`config.mk`:
```
export PLATFORM = sky130hd
export DESIGN_NAME = wr_status_overlay
export DESIGN_NICKNAME = d
export VERILOG_FILES = /design/src/rtl/wso_pkg.sv /design/src/rtl/wso_toggle.sv /design/src/rtl/wso_settle.sv /design/src/rtl/wso_mux.sv /design/src/rtl/wr_status_overlay.sv
export SDC_FILE = /design/constraint.sdc
export NUM_CORES = 1
export LEC_CHECK = 0
export BUFFER_PORTS_ARGS = -buffer_cell sky130_fd_sc_hd__clkbuf_2
export CELL_PAD_IN_SITES_DETAIL_PLACEMENT = 0
export CELL_PAD_IN_SITES_GLOBAL_PLACEMENT = 1
export CORE_MARGIN = 3
export CORE_UTILIZATION = 25
export DETAILED_ROUTE_END_ITERATION = 7
export PLACE_DENSITY_LB_ADDON = 0.05
export SETUP_SLACK_MARGIN = 0.15
export SLEW_MARGIN = 15
export SYNTH_ARGS = -nofsm -noshare
export SYNTH_HDL_FRONTEND = slang
export SYNTH_SLANG_ARGS = --single-unit
export TNS_END_PERCENT = 5
```
`constraint.sdc`:
```
create_clock -name clk -period 1.7 [get_ports clk]
set_clock_uncertainty 0.1 [all_clocks]
set_input_delay 0.085 -clock clk [delete_from_list [all_inputs] [get_ports clk]]
set_output_delay 0.085 -clock clk [all_outputs]
set_load 0.02 [all_outputs]
```
`src/rtl/wso_pkg.sv`:
```
// Shared definitions for the program/erase status overlay.
// Assumes the status bits sit at fixed positions 7 and 6 of the data word.
package wso_pkg;
    localparam int POLL_BIT = 7;   // data-complement polling bit
    localparam int TGL_BIT  = 6;   // alternating toggle bit

    typedef enum logic {
        OP_PROG  = 1'b0,
        OP_ERASE = 1'b1
    } op_kind_e;
endpackage

```
`src/rtl/wso_toggle.sv`:
```
// Toggle bit state for the status overlay.
// Flips once per read cycle, on a sampled rising edge of the read strobe,
// and only while an operation is busy. Assumes rd_strobe is synchronous to clk.
module wso_toggle (
    input  logic clk,
    input  logic rst_n,
    input  logic busy,
    input  logic rd_strobe,
    output logic tgl
);
    logic strb_q;
    logic rd_rise;

    assign rd_rise = rd_strobe & ~strb_q;

    // Track the strobe and advance the toggle on a busy read start.
    always_ff @(posedge clk) begin
        if (!rst_n) begin
            strb_q <= 1'b0;
            tgl    <= 1'b0;
        end else begin
            strb_q <= rd_strobe;
            if (busy && rd_rise)
                tgl <= ~tgl;
        end
    end

    assert_flip_on_read_R4: assert property (@(posedge clk) disable iff (!rst_n)
        (busy && rd_rise) |=> (tgl != $past(tgl)));

    assert_hold_when_idle_R5: assert property (@(posedge clk) disable iff (!rst_n)
        (!busy) |=> $stable(tgl));

    assert_one_flip_per_read_R4: assert property (@(posedge clk) disable iff (!rst_n)
        (rd_strobe && $past(rd_strobe)) |=> $stable(tgl));
endmodule

```
`src/rtl/wso_settle.sv`:
```
// Settling window timer and final-status capture.
// Opens a window of SETTLE_CYC cycles from the first non-busy cycle after
// a busy period, and holds the operation kind and programmed bits 7:6
// sampled during busy. Assumes SETTLE_CYC >= 1.
module wso_settle
    import wso_pkg::*;
#(
    parameter int SETTLE_CYC = 8
) (
    input  logic       clk,
    input  logic       rst_n,
    input  logic       busy,
    input  op_kind_e   kind_in,
    input  logic [1:0] hi_in,
    output logic       settling,
    output op_kind_e   kind_q,
    output logic [1:0] hi_q
);
    localparam int CW = $clog2(SETTLE_CYC + 1);
    localparam logic [CW-1:0] RELOAD = CW'(SETTLE_CYC - 1);

    logic          busy_q;
    logic [CW-1:0] cnt;

    // Count down the remainder of the window; busy cancels it.
    always_ff @(posedge clk) begin
        if (!rst_n) begin
            busy_q <= 1'b0;
            cnt    <= '0;
        end else begin
            busy_q <= busy;
            if (busy)
                cnt <= '0;
            else if (busy_q)
                cnt <= RELOAD;
            else if (cnt != '0)
                cnt <= cnt - 1'b1;
        end
    end

    // Capture the final status values while the operation runs.
    always_ff @(posedge clk) begin
        if (!rst_n) begin
            kind_q <= OP_PROG;
            hi_q   <= 2'b00;
        end else if (busy) begin
            kind_q <= kind_in;
            hi_q   <= hi_in;
        end
    end

    assign settling = (busy_q & ~busy) | (cnt != '0);

    assert_count_down_R7: assert property (@(posedge clk) disable iff (!rst_n)
        (cnt != '0 && !busy) |=> (cnt == $past(cnt) - 1'b1));

    assert_cancel_on_busy_R8: assert property (@(posedge clk) disable iff (!rst_n)
        busy |=> (cnt == '0));

    assert_capture_stable_R7: assert property (@(posedge clk) disable iff (!rst_n)
        (!busy) |=> ($stable(hi_q) && $stable(kind_q)));
endmodule

```
`src/rtl/wso_mux.sv`:
```
// Per-bit output selector for the status overlay.
// Priority: busy status, then settling placeholder, then array pass-through.
module wso_mux
    import wso_pkg::*;
#(
    parameter int             DW   = 16,
    parameter logic [DW-1:0]  FILL = '0
) (
    input  logic          busy,
    input  op_kind_e      kind_now,
    input  logic          prog7_now,
    input  logic          tgl,
    input  logic          settling,
    input  op_kind_e      kind_q,
    input  logic [1:0]    hi_q,
    input  logic [DW-1:0] array_word,
    output logic [DW-1:0] rd_word
);
    logic fin7;
    logic fin6;

    // Final values of the status bits once the operation has ended.
    always_comb begin
        fin7 = (kind_q == OP_ERASE) ? 1'b1 : hi_q[1];
        fin6 = (kind_q == OP_ERASE) ? 1'b1 : hi_q[0];
    end

    for (genvar i = 0; i < DW; i++) begin : g_bit
        if (i == POLL_BIT) begin : g_poll
            assign rd_word[i] = busy     ? ((kind_now == OP_ERASE) ? 1'b0 : ~prog7_now)
                              : settling ? fin7 : array_word[i];
        end else if (i == TGL_BIT) begin : g_tgl
            assign rd_word[i] = busy     ? tgl
                              : settling ? fin6 : array_word[i];
        end else begin : g_data
            assign rd_word[i] = (busy || settling) ? FILL[i] : array_word[i];
        end
    end
endmodule

```
`src/rtl/wr_status_overlay.sv`:
```
// Program/erase status overlay on the flash read path.
// While op_busy is high, reads return polling and toggle status. After busy
// falls, a settling window shows final status with placeholder data. Then
// the array word passes through. Assumes DW >= 8 and that all inputs are
// synchronous to clk.
module wr_status_overlay
    import wso_pkg::*;
#(
    parameter int            DW         = 16,
    parameter int            SETTLE_CYC = 8,
    parameter logic [DW-1:0] FILL       = '0
) (
    input  logic          clk,
    input  logic          rst_n,
    input  logic          op_busy,
    input  logic          op_is_erase,
    input  logic [1:0]    prog_hi,
    input  logic          rd_strobe,
    input  logic [DW-1:0] array_word,
    output logic [DW-1:0] rd_word
);
    localparam logic [DW-1:0] STAT_MASK = (DW'(1) << POLL_BIT) | (DW'(1) << TGL_BIT);

    op_kind_e   kind_now;
    op_kind_e   kind_q;
    logic [1:0] hi_q;
    logic       tgl;
    logic       settling;

    assign kind_now = op_kind_e'(op_is_erase);

    wso_toggle u_toggle (
        .clk       (clk),
        .rst_n     (rst_n),
        .busy      (op_busy),
        .rd_strobe (rd_strobe),
        .tgl       (tgl)
    );

    wso_settle #(.SETTLE_CYC(SETTLE_CYC)) u_settle (
        .clk      (clk),
        .rst_n    (rst_n),
        .busy     (op_busy),
        .kind_in  (kind_now),
        .hi_in    (prog_hi),
        .settling (settling),
        .kind_q   (kind_q),
        .hi_q     (hi_q)
    );

    wso_mux #(.DW(DW), .FILL(FILL)) u_mux (
        .busy       (op_busy),
        .kind_now   (kind_now),
        .prog7_now  (prog_hi[1]),
        .tgl        (tgl),
        .settling   (settling),
        .kind_q     (kind_q),
        .hi_q       (hi_q),
        .array_word (array_word),
        .rd_word    (rd_word)
    );

    assert_idle_pass_R1: assert property (@(posedge clk) disable iff (!rst_n)
        (!op_busy && !settling) |-> (rd_word == array_word));

    assert_prog_inverse_R2: assert property (@(posedge clk) disable iff (!rst_n)
        (op_busy && !op_is_erase) |-> (rd_word[POLL_BIT] == ~prog_hi[1]));

    assert_erase_low_R3: assert property (@(posedge clk) disable iff (!rst_n)
        (op_busy && op_is_erase) |-> (rd_word[POLL_BIT] == 1'b0));

    assert_fill_busy_R6: assert property (@(posedge clk) disable iff (!rst_n)
        op_busy |-> ((rd_word & ~STAT_MASK) == (FILL & ~STAT_MASK)));

    assert_fill_settle_R7: assert property (@(posedge clk) disable iff (!rst_n)
        (!op_busy && settling) |-> ((rd_word & ~STAT_MASK) == (FILL & ~STAT_MASK)));
endmodule

```
==> results of run 1 <==
cell usage in the layout, fill, tap and decap left out, types with 3 or more instances in the layout:
master	instances
and2_1	3
and2_4	12
buf_4	10
buf_6	13
clkbuf_2	22
clkbuf_4	3
clkbuf_8	3
dfxtp_1	8
mux2i_1	3
nor2_1	4
nor2b_1	3
state kept, by name, summed over array words and instances, names as in the netlist:
register	flops
u_toggle.strb_q	1
u_settle.hi_q	2
u_toggle.tgl	1
u_settle.busy_q	1
u_settle.kind_q	1
u_settle.cnt	4
cells by family after synthesis:
logic type / count (synthesis) / share of synthesized area (%)
adders and majority gates: 2 / 4.02
AOI/OAI and AO/OA: 5 / 5.62
xor gates and xnor gates: 3 / 4.22
buffers and inverters: 6 / 6.22
muxes: 3 / 4.82
DFF: 10 / 32.1
and+or+nand+nor: 39 / 43.0
worst min-delay path by stage:
| stage | from | to | slack [ps] | depth (start not counted) |
|---|---|---|---|---|
| after CTS | prog_hi[1] | u_settle.hi_q[1] | 5 | 3 |
| after global placement | rd_strobe | u_toggle.strb_q | 210 | 2 |
| after floorplan | rst_n | u_toggle.strb_q | 110 | 1 |
| after global routing | prog_hi[1] | u_settle.hi_q[1] | 30 | 3 |
| final | prog_hi[1] | u_settle.hi_q[1] | 20 | 3 |
| after detailed placement | rd_strobe | u_toggle.strb_q | 220 | 2 |
report_power, final:
part           total [mW]  leakage (nW)  switching, mW  internal, mW
clock network       0.213        0.0210         0.0829         0.130
registers           0.265        0.0832         0.0130         0.252
logic               0.399         0.446          0.166         0.232
area by class of cell:
class | instances | area [um^2]
Fill cell | 230 | 1130
Multi-Input combinational cell | 52 | 479
Timing Repair Buffer | 50 | 399
Sequential cell | 10 | 203
Clock buffer | 4 | 36.3
Tap cell | 28 | 35.0
Inverter | 3 | 11.3
per-layer routing:
layer / part of all wire, % / vias to the layer above
met5: 0 / -
met4: 0.62 / 0
met3: 8.7 / 2
met2: 54 / 27
met1: 37 / 287
li1: - / 327
worst reg2reg max path, stage by stage (launching register included):
cell and delay (ps):
dfxtp_2 320, inv_2 70, ha_4 130, or3b_4 390
buf_4 170, a311oi_2 250
repair_timing:
item                                   in CTS  in global routing
pin swaps                                   2                 13
buffers inserted                            1                  0
setup endpoints to repair                  17                 18
hold buffers                                2                  0
endpoints found under the hold margin       2                  0
resized for setup                           4                 46
==> run metrics, run 1 <==
DR pass1 iterations=2; gr usage total=10.3%; count of final max-slew check failures=0; largest stage delay on the critical path=a little under 500 ps; synth top area cells=dfxtp_1 32%, and2_2 13%, and2_1 6.0%; Crit path max-delay family=simple AND/OR/NAND/NOR gates; Peak VDD IR=between 400 and 500 uV; crit path max fanout=4; most frequent cell after synthesis=and2_2; GR Overflow Total=0; CP startpoint=u_settle.cnt[1]; Critical Path End Type=output pin; final core occ=~51%; reg2reg end=u_settle.cnt[1]; Crit path required time=between 1500 and 2000 ps; Initial Utilization=approximately 27%; pin count of the biggest net entering global routing=15; nets=between 100 and 150; Final Power=about 0.9 mW; Layout area overhead=86.7%; CP bufs+invs=2; Layout Cells excl Fill=approximately 150; initial antenna violation count=0; Pwr Density=~750 nW/um^2; design area=around 1200 um^2; grt met1 use=between 10% and 20%; cell accounting for the most synthesized area=dfxtp_1; Area after DPL=between 900 and 1000 um^2; flop-to-flop setup slack=roughly 180 ps; DIE AREA=between 3000 and 4000 um^2; placed cells=140; clk slew on worst S/H paths=~70 ps; pre-CTS WS=-66.0 ps; slowest library cell on the worst path=or4b_4; worst skew pair latency=roughly 260 ps; CTS buffer count=3; Die Span Y=between 50 and 60 um; RSZ-0062 raised after global routing=true; first-pass GRT wire length=around 2600 um; Routed WL=1620 um; RR Startpoint=u_settle.cnt[1]; crit path to=rd_word[6]; Core ar.=around 2300 um^2; Root Driver=clkbuf_4; top cells by count, synth=11 x and2_2, 10 x dfxtp_1, 6 x and2_1; Hold Crit Class=in2reg; GP Congestion=around 0.7; max-cap viol count=0; crit path kind=reg2out; Remaining DRCs=0; vias in the first global route=between 600 and 700; Post-Syn Area=623 um^2; CP startpoint kind=flip-flop; setup ws final=-294 ps; Top FF cell, synth=dfxtp_1; n_diodes=0; Synth Instances=a little under 70; clk sink count=10; Post-DP HPWL=1260 um; setup TNS=-3470 ps; post-synth top area share=32.1%; Peak Freq=approximately 0.50 GHz; Syn Nets=93; Final Cycle Share=117%; Synth Area per Inst=about 9 um^2; H-tree depth=1; met3 usage=between 2 and 2.5%; row cnt=17; post-synthesis sequential area ratio=between 30% and 40%; outcome=complete, but fails checks; Setup violations, final=16; arrival time at the worst endpoint=1810 ps; drt wl/cell=~11 um; Yosys cell types=26; GR Util met2=a little under a fifth; final hold violations=0; synth warn=0; proportion of layout cells with a drive suffix above 1=between 60 and 70%; Slew @ Worst Pin=roughly 230 ps; Initial DRC Count=12; CP Cell Sequence=inv_2 > ha_4 > or4b_4 > nor3b_4 > o31ai_4 > clkbuf_8; Async S/R FF share, synth=0%; Leak=0.550 nW; worst hold margin=between 15 and 20 ps; Die W=~56 um; vias per inst=4.37; fin crit period=about 2000 ps; EDFF count, synth=0; port bufs=38; Worst R2R Path Depth=5; Synth Register Bits=10; failing checks=negative setup slack; relative slew slack=85.0%; WP depth=6; IO Pins=39; Top Usage Layer GRT=met2; clock tree buffer depth=2; Final ANT Viol Nets=0; total number of vias=between 600 and 700; CTS tree=done
No activity file was read; power rests on OpenSTA's default activity.
==> run 2, diff against run 1 <==
Settings changed: PLACE_DENSITY set to 0.73, PLACE_DENSITY_LB_ADDON 0.05 to unset.
==> run metrics, run 2 (synthesis gave the netlist of run 1 again) <==
WP depth=6 (unchanged); WHS Endpoint=u_settle.busy_q; Biggest register=u_settle.cnt; Worst R2R Path Depth=5 (unchanged); area of the multi-input gates=484 um^2 (+1.0%); CP Cell Sequence=inv_2 > ha_4 > or4b_4 > nor3b_4 > o31ai_4 > clkbuf_8; clk slew on worst S/H paths=70 ps (about the same); GP Congestion=0.750 (+9.1%); Crit path max-delay family=simple AND/OR/NAND/NOR gates; drt wl/cell=10.8 um (-2.1%); clock tree buffer depth=2 (unchanged); FF+latch area=203 um^2 (unchanged); Final Cycle Share=118% (+1.2 points); most frequent cells in the layout=23 x clkbuf_2, 13 x buf_6, 10 x and2_4, 8 x buf_4, 8 x dfxtp_1; final hold violations=0 (unchanged); number of flip-flops in the largest register=4 (unchanged); design area=1180 um^2 (+1.3%); pin count of the biggest net entering global routing=15 (unchanged); Hold Crit Class=in2reg; Crit path required time=1510 ps (about the same); initial antenna violation count=0 (unchanged); n_diodes=0 (unchanged); Peak Freq=0.496 GHz (-1.0%); GR Overflow Total=0 (unchanged); RR Startpoint=u_settle.cnt[1]; crit path max fanout=4 (unchanged); Setup violations, final=16 (unchanged); slowest library cell on the worst path=or4b_4; arrival time at the worst endpoint=1830 ps (+20 ps); largest stage delay on the critical path=490 ps (about the same); worst hold margin=27.7 ps (+8.81 ps); vias in the first global route=641 (-1.2%); worst skew pair latency=260 ps (about the same); setup ws final=-314 ps (-20.4 ps); clk sink count=10 (unchanged); CP bufs+invs=2 (unchanged); DR pass1 iterations=2 (unchanged); count of final max-slew check failures=0 (unchanged); Post-DP HPWL=1220 um (-3.2%); grt met1 use=11.6% (+0.065 points); Hold Path Stages=2 (-1); flop-to-flop setup slack=180 ps (about the same); Die W=55.9 um (unchanged); reg2reg end=u_settle.cnt[1]; Die Span Y=55.9 um (unchanged); H-tree depth=1 (unchanged); Top Usage Layer GRT=met2; Routed WL=1600 um (-1.5%); placed cells=139 (-0.71%); Layout Cells excl Fill=148 (+0.68%); row cnt=17 (unchanged); pre-CTS WS=-69.8 ps (-3.88 ps); first-pass GRT wire length=2580 um (-1.8%); Peak VDD IR=475 uV (+8.4%); Critical Path End Type=output pin; vias per inst=4.44 (+1.5%); commonest non-fill, non-tap cell in the layout=clkbuf_2; fin crit period=2010 ps (+20.4 ps); gr usage total=10.2% (-0.12 points); proportion of layout cells with a drive suffix above 1=67.5% (-0.57 points); Leak=0.556 nW (+0.97%); Remaining DRCs=0 (unchanged); Initial DRC Count=12 (unchanged); Core ar.=2300 um^2 (unchanged); met3 usage=3.48% (+1.4 points); CP startpoint kind=flip-flop; setup TNS=-3940 ps (-474 ps); outcome=complete, but fails checks; Slew @ Worst Pin=355 ps (+129 ps); CTS tree=done; RSZ-0062 raised after global routing=true; GR Util met2=17.2% (-1.0 points); Layout area overhead=89.2%; Pwr Density=750 nW/um^2 (-0.42%); port bufs=38 (unchanged); CTS buffer count=3 (unchanged); Final ANT Viol Nets=0 (unchanged); crit path kind=reg2out; Area after DPL=975 um^2 (-0.76%); total number of vias=657 (+2.2%); nets=146 (+0.69%); beginning of the worst hold path=rst_n; IO Pins=39 (unchanged); Filler cells=212 (-7.8%); Largest regs=u_settle.cnt: 4 flops, u_settle.hi_q: 2 flops; Root Driver=clkbuf_4; DIE AREA=3130 um^2 (unchanged); max-cap viol count=0 (unchanged); relative slew slack=76.3% (-8.6 points); Initial Utilization=27.1% (unchanged); failing checks=negative setup slack
-- run 2: cell types whose count changed in the layout (fill, tap and decap cells not counted), sizes merged --
cell | previous run | this run
buf | 24 | 22
dlygate4sd3 | 2 | 4
clkbuf | 28 | 29
-- run 2: cell type report --
| type | instances | share of cell area, % |
|---|---|---|
| clock buffer | 4 | 3.08 |
| sequential | 10 | 17.2 |
| tap | 28 | 2.97 |
| timing repair buffer | 51 | 34.7 |
| multi-input combinational | 52 | 41.1 |
| inverter | 3 | 0.955 |
-- run 2: through the flow --
step                      util, %  total power, mW
after global routing         51.3            0.938
after detailed placement     42.4            0.602
after floorplan                 -            0.504
after CTS                    46.8            0.842
after global placement       42.4            0.597
final                        51.3            0.884
-- run 2: worst max-delay path by stage --
stage / slack (ps) / endpoint / start
4_1_cts: -320 / rd_word[6] / u_settle.cnt[1]
6_report: -310 / rd_word[6] / u_settle.cnt[1]
2_1_floorplan: 60 / rd_word[6] / u_settle.cnt[1]
3_3_place_gp: -50 / rd_word[6] / u_settle.cnt[1]
3_5_place_dp: -70 / rd_word[7] / u_settle.cnt[1]
5_1_grt: -380 / rd_word[6] / u_settle.cnt[1]
-- run 2: power breakdown --
part | total, mW | internal, mW | switching (mW)
sequential | 0.266 | 0.252 | 0.0139
combinational | 0.406 | 0.235 | 0.170
clock | 0.212 | 0.130 | 0.0824
total | 0.884 | 0.617 | 0.266
-- run 2: what timing repair did --
item                       in CTS  in global routing
setup buffers                   1                  0
hold buffers                    4                  0
gates resized for setup         4                 43
pin swaps                       2                  5
setup endpoints to repair      17                 18
hold endpoints to repair        4                  0
-- run 2: layer usage --
layer	up-vias	share of wire (%)	wire length, um
met2	39	47	759
met1	287	39	628
met5	-	0	0
li1	331	-	-
met3	0	13	210
met4	0	0	0
==> run 3, diff against run 2 <==
Settings changed: CORE_UTILIZATION 25 to 30, CTS_CLUSTER_SIZE set to 24, PLACE_DENSITY 0.73 to 0.81.
Clock period 1.7 ns to 2.33 ns, I/O delays scaled along.
==> run metrics, run 3 (synthesis gave the netlist of run 1 again) <==
Final Cycle Share=about nine tenths; drt wl/cell=9.71 um (-10%); Post-DP HPWL=1090 um (-11%); worst hold margin=29.4 ps (+1.72 ps); max-cap viol count=0 (unchanged); Crit path max-delay family=simple AND/OR/NAND/NOR gates; arrival time at the worst endpoint=1870 ps (+40 ps); Initial Utilization=33.9% (+6.8 points); DR pass1 iterations=2 (unchanged); largest stage delay on the critical path=490 ps (about the same); Initial DRC Count=1 (-11); outcome=finished clean; Layout Cells excl Fill=137 (-7.4%); CTS buffer count=3 (unchanged); H-tree depth=1 (unchanged); routed wl met2=563 um (-26%); clk sink count=10 (unchanged); Leak=0.460 nW (-17%); port bufs=38 (unchanged); crit path max fanout=4 (unchanged); crit path kind=reg2out; Setup violations, final=0 (-16); Slew @ Worst Pin=276 ps (-78.5 ps); setup TNS=0 ps (+3940 ps); number of flip-flops in the largest register=4 (unchanged); beginning of the worst hold path=prog_hi[1]; GR Overflow Total=0 (unchanged); vias per inst=4.32 (-2.7%); length of routed wiring on met1=561 um (-11%); nets=138 (-5.5%); CP Cell Sequence=inv_2 > ha_2 > or4b_4 > nor3b_1 > o31ai_1 > buf_2; Root Driver=clkbuf_4; CP startpoint kind=flip-flop; Biggest register=u_settle.cnt; Die Span Y=51.6 um (-7.8%); Peak VDD IR=378 uV (-20%); setup ws final=243 ps (+557 ps); Critical Path End Type=output pin; CTS tree=done; CP bufs+invs=2 (unchanged); RR Startpoint=u_settle.cnt[0]; RSZ-0062 raised after global routing=false; clock tree buffer depth=2 (unchanged); Die W=51.6 um (-7.8%); worst skew pair latency=260 ps (about the same); slowest library cell on the worst path=or4b_4; most frequent cells in the layout=34 x clkbuf_2, 11 x and2_2, 8 x dfxtp_1, 6 x and2_1; placed cells=128 (-7.9%); DIE AREA=2660 um^2 (-15%); IO Pins=39 (unchanged); pin count of the biggest net entering global routing=15 (unchanged); Layout area overhead=47.0%; gr usage total=10.7% (+0.57 points); Crit path required time=2110 ps (+600 ps); initial antenna violation count=0 (unchanged); GP Congestion=0.725 (-3.4%); clk slew on worst S/H paths=70 ps (about the same); Final ANT Viol Nets=0 (unchanged); commonest non-fill, non-tap cell in the layout=clkbuf_2; fin crit period=approximately 2100 ps; first-pass GRT wire length=2130 um (-17%); relative slew slack=81.6% (+5.2 points); total number of vias=592 (-9.9%); pre-CTS WS=350 ps (+420 ps); CP startpoint=u_settle.cnt[0]; final core occ=49.8% (-1.5 points); Peak Freq=0.479 GHz; Core ar.=1840 um^2 (-20%); Routed WL=1330 um (-17%); vias in the first global route=506 (-21%); Hold Crit Class=in2reg; n_diodes=0 (unchanged); top layer in use=met3; final hold violations=0 (unchanged); count of final max-slew check failures=0 (unchanged); DR WL met3=205 um (-2.4%); proportion of layout cells with a drive suffix above 1=58.0% (-9.5 points); row cnt=15 (-2); Largest regs=u_settle.cnt: 4 flops, u_settle.hi_q: 2 flops; Remaining DRCs=0 (unchanged); Pwr Density=592 nW/um^2 (-21%)
run 3: worst register-to-register path, stage by stage, from the launching register on:
cell and delay [ps]:
dfxtp_2 340, inv_2 60, ha_2 170, or3b_4 420, a311oi_1 290
run 3: what timing repair did:
| action | CTS | global route |
|---|---|---|
| hold buffers | 2 | 0 |
| pin swaps | 1 | 3 |
| setup endpoints to repair | 14 | 16 |
| hold endpoints to repair | 2 | 0 |
| setup buffers | 1 | 2 |
| resized for setup | 1 | 9 |
run 3: worst paths after layout:
check | to | slack (ps) | cells past startpoint
setup / recovery | rd_word[6] | 240 | 6
hold / removal | u_settle.hi_q[1] | 30 | 3
setup reg to reg | u_settle.cnt[1] | 860 | 4
hold reg to reg | u_settle.hi_q[1] | 430 | 2
run 3: cell type report:
class	instances	area (um^2)
clock buffer	4	36.3
fill	198	923
inverter	3	11.3
multi-input combinational	52	389
sequential	10	203
tap	25	31.3
timing repair buffer	43	245
run 3: metal layers:
| metal | vias up | global-route usage, % |
|---|---|---|
| li1 | 313 | - |
| met1 | 247 | 12.3 |
| met2 | 32 | 16.3 |
| met3 | 0 | 4.58 |
| met4 | 0 | 6.55 |
| met5 | - | 0 |
run 3: metrics by stage:
| stage | area (um^2) | power (mW) |
|---|---|---|
| 2_1_floorplan | 623 | 0.329 |
| 3_3_place_gp | 817 | 0.369 |
| 3_5_place_dp | 817 | 0.371 |
| 4_1_cts | 896 | 0.547 |
| 5_1_grt | 916 | 0.580 |
| 6_report | 916 | 0.542 |
run 3: report_power, final:
group          leakage (nW)  total (mW)  internal, mW  switching (mW)
Combinational         0.356       0.194        0.0993          0.0947
Sequential           0.0832       0.194         0.184          0.0106
Clock                0.0210       0.153        0.0948          0.0586
Total                 0.460       0.542         0.378           0.164
